[config.mk]
export PLATFORM = sky130hd
export DESIGN_NAME = sysctl_bank
export DESIGN_NICKNAME = d
export VERILOG_FILES = /design/src/rtl/sysctl_pkg.sv /design/src/rtl/sysctl_decode.sv /design/src/rtl/sysctl_regs.sv /design/src/rtl/sysctl_rdmux.sv /design/src/rtl/sysctl_bank.sv
export SDC_FILE = /design/constraint.sdc
export NUM_CORES = 1
export LEC_CHECK = 0
export ABC_AREA = 0
export ABC_CLOCK_PERIOD_IN_PS = 1500
export BUFFER_PORTS_ARGS = -buffer_cell sky130_fd_sc_hd__buf_2
export CORE_AREA = 2 2 52 54
export DETAILED_ROUTE_END_ITERATION = 12
export DIE_AREA = 0 0 54 56
export PLACE_DENSITY = 0.81
export SYNTH_ARGS = -nofsm -noshare
export SYNTH_HDL_FRONTEND = slang
export SYNTH_SLANG_ARGS = --single-unit
[constraint.sdc]
create_clock -name clk -period 1.5 [get_ports clk]
set_clock_uncertainty 0.15 [all_clocks]
set_input_delay 0.225 -clock clk [delete_from_list [all_inputs] [get_ports clk]]
set_output_delay 0.225 -clock clk [all_outputs]
set_load 0.05 [all_outputs]
[src/rtl/sysctl_pkg.sv]
package sysctl_pkg;
  localparam logic [15:0] A_SPECIAL = 16'h0092;
  localparam logic [15:0] A_CPUCFG  = 16'h0800;
  localparam logic [15:0] A_FEAT    = 16'h0802;
  localparam logic [15:0] A_STAT    = 16'h0803;
  localparam logic [15:0] A_LED     = 16'h0808;
  localparam logic [15:0] A_EQUIP   = 16'h080C;
  localparam logic [15:0] A_XFEAT   = 16'h0810;
  localparam logic [15:0] A_LOCK2   = 16'h0812;
  localparam logic [15:0] A_INVAL   = 16'h0814;
  localparam logic [15:0] A_KEY     = 16'h0818;
  localparam logic [15:0] A_SCTL    = 16'h081C;
  localparam logic [15:0] A_L2      = 16'h0823;
  localparam logic [15:0] A_MAP     = 16'h0850;

  localparam logic [7:0] ID_CPUCFG = 8'hEF;
  localparam logic [7:0] ID_FEAT   = 8'hAD;
  localparam logic [7:0] ID_STAT   = 8'hE0;
  localparam logic [7:0] ID_EQUIP  = 8'h3C;
  localparam logic [7:0] ID_XFEAT  = 8'h39;
  localparam logic [7:0] ID_KEY    = 8'h00;
  localparam logic [7:0] ID_L2     = 8'h03;
  localparam logic [7:0] RD_SPECIAL = 8'h00;
  localparam logic [7:0] RD_NONE    = 8'hFF;

  localparam int P_SOFT   = 0;
  localparam int P_ENDIAN = 1;
  localparam int P_LOCK1  = 2;
  localparam int P_LOCK2  = 3;
  localparam int P_INVAL  = 4;
  localparam int NPULSE   = 5;

  typedef struct packed {
    logic special;
    logic cpucfg;
    logic feat;
    logic stat;
    logic led;
    logic equip;
    logic xfeat;
    logic lock2;
    logic inval;
    logic key;
    logic sctl;
    logic l2;
    logic map;
  } sel_t;
endpackage

[src/rtl/sysctl_decode.sv]
module sysctl_decode
  import sysctl_pkg::*;
#(
  parameter int ADDR_W = 16
) (
  input  logic [ADDR_W-1:0] addr,
  output sel_t              sel
);
  always_comb begin
    sel         = '0;
    sel.special = (addr == ADDR_W'(A_SPECIAL));
    sel.cpucfg  = (addr == ADDR_W'(A_CPUCFG));
    sel.feat    = (addr == ADDR_W'(A_FEAT));
    sel.stat    = (addr == ADDR_W'(A_STAT));
    sel.led     = (addr == ADDR_W'(A_LED));
    sel.equip   = (addr == ADDR_W'(A_EQUIP));
    sel.xfeat   = (addr == ADDR_W'(A_XFEAT));
    sel.lock2   = (addr == ADDR_W'(A_LOCK2));
    sel.inval   = (addr == ADDR_W'(A_INVAL));
    sel.key     = (addr == ADDR_W'(A_KEY));
    sel.sctl    = (addr == ADDR_W'(A_SCTL));
    sel.l2      = (addr == ADDR_W'(A_L2));
    sel.map     = (addr == ADDR_W'(A_MAP));
  end
endmodule

[src/rtl/sysctl_regs.sv]
module sysctl_regs
  import sysctl_pkg::*;
#(
  parameter int DATA_W = 8,
  parameter int SCTL_W = 4
) (
  input  logic              clk,
  input  logic              rst_n,
  input  logic              wr,
  input  logic [DATA_W-1:0] wdata,
  input  sel_t              sel,
  output logic              led,
  output logic [SCTL_W-1:0] sctl,
  output logic              map_nc,
  output logic [NPULSE-1:0] pulses
);
  logic [NPULSE-1:0] req;
  logic              unused_bits;

  assign unused_bits = ^{wdata[DATA_W-1:SCTL_W], sel.cpucfg, sel.feat, sel.stat,
                         sel.equip, sel.key, sel.l2};

  always_comb begin
    req           = '0;
    req[P_SOFT]   = wr && sel.special && wdata[0];
    req[P_ENDIAN] = wr && sel.special && wdata[1];
    req[P_LOCK1]  = wr && sel.xfeat;
    req[P_LOCK2]  = wr && sel.lock2;
    req[P_INVAL]  = wr && sel.inval;
  end

  for (genvar i = 0; i < NPULSE; i++) begin : g_pulse
    always_ff @(posedge clk or negedge rst_n) begin
      if (!rst_n) pulses[i] <= 1'b0;
      else        pulses[i] <= req[i];
    end
  end

  always_ff @(posedge clk or negedge rst_n) begin
    if (!rst_n) begin
      led    <= 1'b0;
      sctl   <= '0;
      map_nc <= 1'b0;
    end else if (wr) begin
      if (sel.led)  led    <= wdata[0];
      if (sel.sctl) sctl   <= wdata[SCTL_W-1:0];
      if (sel.map)  map_nc <= wdata[0];
    end
  end

  p_led_hold_r5: assert property (@(posedge clk) disable iff (!rst_n)
    !(wr && sel.led) |=> $stable(led));
  p_sctl_hold_r8: assert property (@(posedge clk) disable iff (!rst_n)
    !(wr && sel.sctl) |=> $stable(sctl));
  p_map_hold_r9: assert property (@(posedge clk) disable iff (!rst_n)
    !(wr && sel.map) |=> $stable(map_nc));
  p_strobe_excl_r6: assert property (@(posedge clk) disable iff (!rst_n)
    $onehot0(pulses[P_INVAL:P_LOCK1]));
endmodule

[src/rtl/sysctl_rdmux.sv]
module sysctl_rdmux
  import sysctl_pkg::*;
#(
  parameter int DATA_W = 8,
  parameter int SCTL_W = 4
) (
  input  logic              clk,
  input  logic              rst_n,
  input  logic              rd,
  input  sel_t              sel,
  input  logic [SCTL_W-1:0] sctl,
  input  logic              map_nc,
  output logic [DATA_W-1:0] rdata
);
  logic [DATA_W-1:0] rd_next;
  logic              unused_sel;

  assign unused_sel = ^{sel.led, sel.lock2, sel.inval};

  always_comb begin
    rd_next = DATA_W'(RD_NONE);
    unique case (1'b1)
      sel.special: rd_next = DATA_W'(RD_SPECIAL);
      sel.cpucfg:  rd_next = DATA_W'(ID_CPUCFG);
      sel.feat:    rd_next = DATA_W'(ID_FEAT);
      sel.stat:    rd_next = DATA_W'(ID_STAT);
      sel.equip:   rd_next = DATA_W'(ID_EQUIP);
      sel.xfeat:   rd_next = DATA_W'(ID_XFEAT);
      sel.key:     rd_next = DATA_W'(ID_KEY);
      sel.l2:      rd_next = DATA_W'(ID_L2);
      sel.sctl:    rd_next = DATA_W'(sctl);
      sel.map:     rd_next = DATA_W'(map_nc);
      default:     rd_next = DATA_W'(RD_NONE);
    endcase
  end

  always_ff @(posedge clk or negedge rst_n) begin
    if (!rst_n)  rdata <= '0;
    else if (rd) rdata <= rd_next;
  end

  p_rd_hold_r11: assert property (@(posedge clk) disable iff (!rst_n)
    !rd |=> $stable(rdata));
  p_sctl_upper_r8: assert property (@(posedge clk) disable iff (!rst_n)
    (rd && sel.sctl) |=> (rdata[DATA_W-1:SCTL_W] == '0));
  p_map_upper_r9: assert property (@(posedge clk) disable iff (!rst_n)
    (rd && sel.map) |=> (rdata[DATA_W-1:1] == '0));
endmodule

[src/rtl/sysctl_bank.sv]
module sysctl_bank
  import sysctl_pkg::*;
#(
  parameter int ADDR_W = 16,
  parameter int DATA_W = 8,
  parameter int SCTL_W = 4
) (
  input  logic              clk,
  input  logic              rst_n,
  input  logic [ADDR_W-1:0] port_addr,
  input  logic              port_rd,
  input  logic              port_wr,
  input  logic [DATA_W-1:0] port_wdata,
  output logic [DATA_W-1:0] port_rdata,
  output logic              soft_reset_pulse,
  output logic              endian_fault_pulse,
  output logic              activity_led,
  output logic              nvlock1_toggle,
  output logic              nvlock2_toggle,
  output logic              l2_inval_pulse,
  output logic [SCTL_W-1:0] sys_ctl,
  output logic              io_map_noncontig
);
  sel_t              sel;
  logic [NPULSE-1:0] pulses;

  sysctl_decode #(.ADDR_W(ADDR_W)) u_decode (
    .addr (port_addr),
    .sel  (sel)
  );

  sysctl_regs #(.DATA_W(DATA_W), .SCTL_W(SCTL_W)) u_regs (
    .clk    (clk),
    .rst_n  (rst_n),
    .wr     (port_wr),
    .wdata  (port_wdata),
    .sel    (sel),
    .led    (activity_led),
    .sctl   (sys_ctl),
    .map_nc (io_map_noncontig),
    .pulses (pulses)
  );

  sysctl_rdmux #(.DATA_W(DATA_W), .SCTL_W(SCTL_W)) u_rdmux (
    .clk    (clk),
    .rst_n  (rst_n),
    .rd     (port_rd),
    .sel    (sel),
    .sctl   (sys_ctl),
    .map_nc (io_map_noncontig),
    .rdata  (port_rdata)
  );

  assign soft_reset_pulse   = pulses[P_SOFT];
  assign endian_fault_pulse = pulses[P_ENDIAN];
  assign nvlock1_toggle     = pulses[P_LOCK1];
  assign nvlock2_toggle     = pulses[P_LOCK2];
  assign l2_inval_pulse     = pulses[P_INVAL];

  p_unmapped_read_r1: assert property (@(posedge clk) disable iff (!rst_n)
    (port_rd && sel == '0) |=> (port_rdata == DATA_W'(RD_NONE)));
  p_unmapped_quiet_r1: assert property (@(posedge clk) disable iff (!rst_n)
    (port_wr && sel == '0) |=> (pulses == '0));
endmodule

==> results of run 1 <==
[registers in the layout, indices dropped and copies added (netlist names)]
| name | cells |
|---|---|
| u_regs.map_nc | 1 |
| u_rdmux.rdata | 8 |
| u_regs.led | 1 |
| u_regs.pulses | 5 |
| u_regs.sctl | 4 |
[where the power goes]
group	total [W]	internal [W]	switching, W	leakage, nW
clock network	0.000263	0.0000992	0.000164	0.0177
registers	0.000512	0.000512	0.0000000706	0.224
logic	0.000162	0.0000803	0.0000813	0.501
total	0.000937	0.000692	0.000246	0.743
[per-layer routing]
metal / wire length (µm) / vias up / GRT usage
met2: 1640 / 40 / 0.395
met3: 155 / 4 / 0.0376
li1: - / 577 / -
met4: 16 / 0 / 0.0571
met1: 1190 / 563 / 0.240
met5: 0 / - / 0
[path summary, 6_finish.rpt]
kind / cells past startpoint / end
worst min register to register: 2 / u_rdmux.rdata[0]
max in group asynchronous: 2 / u_regs.sctl[0]
worst min-delay path: 2 / u_regs.pulses[1]
worst max-delay path: 5 / u_regs.sctl[1]
worst max register to register: 4 / u_rdmux.rdata[0]
min in group asynchronous: 2 / u_rdmux.rdata[4]
[metrics by stage]
step / setup TNS [ns] / total power, W / utilization / setup WS, ns
2_1_floorplan: -4.87 / 0.000579 / - / -0.400
3_3_place_gp: -7.89 / 0.000670 / 0.639 / -0.526
3_5_place_dp: -8.42 / 0.000676 / 0.639 / -0.554
4_1_cts: -2.22 / 0.000948 / 0.670 / -0.217
5_1_grt: -2.74 / 0.000992 / 0.676 / -0.229
6_report: -2.39 / 0.000937 / 0.676 / -0.222
[layout make-up]
cell class                 instances  area, µm²
fill                             197        788
multi-input combinational         93        646
sequential                        19        475
timing repair buffer              72        450
tap                               30       37.5
clock buffer                       3       22.5
inverter                           2       7.51
clock inverter                     1       5.00
[critical path, stage by stage]
cell and delay, ns:
buf_6 0.09, or4_4 0.54, and4bb_4 0.33, and4_4 0.26, mux2_4 0.31
[cells by family after synthesis]
logic type	share of synthesized area
multiplexers	0.0710
AO/OA/AOI/OAI	0.133
flip-flops	0.428
AND/OR/NAND/NOR	0.324
buffers and inverters	0.0440
[layout by cell type (no fill, tap or decap), drive strengths merged, types with 3 or more instances in the layout]
cell type  synthesis  layout
nand2             11      11
nor2              14      14
dfrtp             19      19
nor3b              4       4
a31oi              6       6
nor3               4       4
nand3              7       7
or2                4       4
nor4b              3       3
buf                4      70
and2               4       4
o211ai             3       3
clkbuf             4       3
mux2               7       7
a21oi              7       7
[cell usage after synthesis]
master    count
o221a_1       1
nand2b_1      2
o32a_2        1
o211ai_1      3
nor3b_1       4
nand3_1       7
a31oi_1       6
nor2_1       14
buf_6         1
mux2_2        1
or3_1         1
o31a_1        1
a21oi_2       1
nand4b_1      1
nand4_1       1
mux2_1        6
buf_2         3
a211oi_1      1
and4bb_4      1
a21oi_1       6
nand3b_1      1
nor4b_1       3
or4_1         1
nand2_1      11
nor3_1        4
nor2b_1       2
or4_4         1
and4_1        1
dfrtp_1      19
inv_1         2
and2_1        4
or2_1         1
o21ai_0       1
clkbuf_1      4
o21ai_1       1
or2_2         3
nor4_1        1
[repair_timing]
action,4_1_cts,5_1_grt
endpoints found under the hold margin,20,0
setup endpoints to repair,15,15
gates cloned,0,0
resized for setup,6,4
hold buffers,2,0
pin swaps,4,1
==> impl_metrics.toml, run 1 <==
[run_status]
status = "complete, but fails checks"
violations = "negative setup slack"

[routing]
vias = 1184
antenna_left = 0
drtIter0Drc = 29
viasPerCell = 5.38
totalWireLength_um = 3000
wl_per_cell_um = 13.6
drc_errors = 0
drt_first_pass_iters = 4

[floorplanning]
die_h_um = 56
core-area_um2 = 2430
dieWidth_um = 54
start_util = 0.456
rows = 18
io_pins = 47
dieArea_um2 = 3020

[worst_setup_path]
crit_type = "in2reg"
worst_setup_path_end_kind = "register"
r2r_slack_ns = 0.25
r2r_start = "u_regs.map_nc"
critPathArrivalTime_ns = 1.76
worstPathMaxFanout = 4
crit_required_ns = 1.54
startpoint_type = "input port"
crit_start = "port_addr[15]"

[sta]
fin_ws_ns = -0.222
holdWs_ns = 0.0182
rsz0062_at_grt = "yes"
finalHoldViolCount = 0
max_slew_margin = 0.728
finalSetupViolCount = 14
min_period_ns = 1.72
slew_violations = 0
fmax_ghz = 0.581
finalCritPeriodShare = 1.15
worst_pin_slew_ns = 0.408

[clocking]
cts-root-buf = "clkbuf_4"
cts_buffers = 3
clk_pin_slew_worst_paths_ns = 0.11
cts_setup_buffers = 0
clock-sinks = 19
clk_latency_ns = 0.29
cts_tree = "built"
cts.htree.levels = 1
cts.path.max_buffers = 2

[placed_design]
post_dp_cell_area_um2 = 1560
dp.final_hpwl_um = 2400
routabilityCongestion = 0.875
port_buffers = 42
dp.cells = 214

[logic_synthesis]
syn_area_um2 = 1110
seq_area_frac_synth = 0.428
ys_warn_count = 0
syn_nets = 150
ys_ff_latch = 19
ys_types = 37
synth_top_area_frac = 0.428
synth.area.top_cells = "dfrtp_1 (43%), mux2_1 (6.1%), nor2_1 (4.7%)"
syn_avg_cell_area_um2 = 9.10
synth_cells = 122
yosys.area.top_type = "dfrtp_1"

[grt]
track_usage = 0.214
grt_pass1_vias = 1144
grt_antenna_before_repair = 0
grt_max_degree = 20
grt_pass1_wl_um = 4940
grt-ovfl-total = 0

[worst_hold_path]
hold_class = "in2reg"
worstHoldStart = "port_wdata[1]"

[finish]
antennaDiodeCount = 0
stdcell_count = 220
final_area_um2 = 1640
syn2layout_area_growth_pct = 48.1
layout-drive-gt1-share = 0.500
fin_nets = 219

[power]
power_density_nw_per_um2 = 570
peakVddDrop_mv = 0.465
power_leakage_nw = 0.743

[job]
cap_violations = 0
Note: power is estimated with default switching activity, not from simulation.
==> run 2, diff against run 1 <==
CORE_AREA = 5 5 55 57   (was 2 2 52 54)
DIE_AREA = 0 0 60 62   (was 0 0 54 56)
GPL_TIMING_DRIVEN = 1   (was default)
==> impl_metrics.toml, run 2 (same netlist as run 1, synthesis figures left out) <==
[run_status]
status = "complete, but fails checks"
violations = "negative setup slack"

[floorplanning]
dieWidth_um = 60
io_pins = 47
core-area_um2 = 2430
rows = 18
start_util = 0.456
dieArea_um2 = 3720
die_h_um = 62

[sta]
finalSetupViolCount = 14
fin_ws_ns = -0.232
slew_violations = 0
fmax_ghz = 0.577
min_period_ns = 1.73
finalHoldViolCount = 0
fin_setup_tns_ns = -2.31
worst_pin_slew_ns = 0.423
max_slew_margin = 0.718
finalCritPeriodShare = 1.15
rsz0062_at_grt = "yes"

[grt]
grt-ovfl-total = 0
grt.met2_usage = 0.353
grt.met3_usage = 0.0207
top_usage_layer = "met2"
grt_pass1_wl_um = 5300
grt_antenna_before_repair = 0
grt_use_met1 = 0.230
track_usage = 0.185
grt_pass1_vias = 1208
grt_max_degree = 20

[worst_hold_path]
min_to = "u_regs.pulses[1]"
holdPathStages = 2
hold_class = "in2reg"
worstHoldStart = "port_wdata[1]"

[finish]
reg_top3 = "u_rdmux.rdata: 8 flops, u_regs.pulses: 5 flops, u_regs.sctl: 4 flops"
nFillCells = 213
fin_nets = 221
largest_reg_flops = 8
stdcell_count = 222
antennaDiodeCount = 0
final_common_cell = "buf_2"
utilization = 0.682
syn2layout_area_growth_pct = 49.4
layout-drive-gt1-share = 0.484
final_cell_mix = "buf_2 (41), buf_4 (29), dfrtp_1 (19), nor2_1 (14), nand2_1 (11)"
largest-register = "u_rdmux.rdata"

[clocking]
cts.htree.levels = 1
cts_buffers = 3
clock-sinks = 19
clk_pin_slew_worst_paths_ns = 0.11
cts_tree = "built"
cts.path.max_buffers = 2
clk_latency_ns = 0.28
cts_setup_buffers = 0
cts-root-buf = "clkbuf_4"

[placed_design]
routabilityCongestion = 0.863
dp.final_hpwl_um = 2500
port_buffers = 42
dp.cells = 215

[worst_setup_path]
cpMaxStageDelayCell = "or4_4"
rr_endpoint = "u_rdmux.rdata[0]"
crit_required_ns = 1.53
r2r_start = "u_regs.map_nc"
r2r_cells = 4
r2r_slack_ns = 0.23
startpoint_type = "input port"
worst_setup_path_end_kind = "register"
crit_chain = "buf_6, or4_4, and4bb_4, and4_4, mux2_1"
worstPathMaxFanout = 4
critPathArrivalTime_ns = 1.76
max_stage_delay_ns = 0.53
crit_type = "in2reg"

[routing]
drtIter0Drc = 28
viasPerCell = 5.23
antenna_left = 0
drt_first_pass_iters = 4
totalWireLength_um = 3100
drc_errors = 0
wl_per_cell_um = 14.0
vias = 1161

[power]
peakVddDrop_mv = 0.578
power_density_nw_per_um2 = 566
total_power_w = 0.000938
power_leakage_nw = 0.750

[job]
cap_violations = 0
## run 2: where the power goes
part	switching (W)	internal (W)	leakage, nW	total [W]
logic	0.0000835	0.0000838	0.511	0.000167
clock network	0.000156	0.000103	0.0150	0.000259
registers	0.0000000672	0.000512	0.224	0.000512
total	0.000239	0.000699	0.750	0.000938
## run 2: critical path, delay by kind of cell
family	cells	cell delay, ns
buf+inv	1	0.09
mux	1	0.33
simple gates	3	1.11
## run 2: layout make-up
| cell class | count | area, µm² | share of cell area |
|---|---|---|---|
| Clock buffer | 4 | 26.3 | 0.0158 |
| Inverter | 2 | 7.51 | 0.00453 |
| Multi-Input combinational cell | 93 | 647 | 0.390 |
| Sequential cell | 19 | 475 | 0.287 |
| Tap cell | 30 | 37.5 | 0.0226 |
| Timing Repair Buffer | 74 | 464 | 0.280 |
## run 2: timing repair
item | in CTS | in global routing
setup endpoints to repair | 15 | 17
pin swaps | 3 | 1
hold buffers | 2 | 1
resized for setup | 6 | 2
hold endpoints to repair | 20 | 1
## run 2: routing by layer
layer / share of wire / vias up
met5: 0 / -
met4: 0 / 0
met3: 0.052 / 0
met2: 0.53 / 31
met1: 0.41 / 543
li1: - / 587
## run 2: stage by stage
step / hold slack [ns] / setup slack, ns / cell area, µm²
final: 0.0134 / -0.232 / 1660
after global routing: 0.0216 / -0.248 / 1660
after CTS: 0.0134 / -0.237 / 1640
after detailed placement: 0.0378 / -0.556 / 1560
after global placement: 0.0226 / -0.525 / 1560
after floorplan: -0.221 / -0.400 / 1140
## run 2: worst max-delay path by stage
| stage | to | slack, ns | from | cells after the start |
|---|---|---|---|---|
| floorplan | u_regs.sctl[0] | -0.40 | port_addr[15] | 4 |
| global placement | u_regs.sctl[2] | -0.53 | port_addr[15] | 5 |
| detailed placement | u_regs.sctl[2] | -0.56 | port_addr[15] | 5 |
| CTS | u_regs.sctl[2] | -0.24 | port_addr[15] | 5 |
| global route | u_regs.sctl[0] | -0.25 | port_addr[15] | 5 |
| finish | u_regs.sctl[2] | -0.23 | port_addr[15] | 5 |
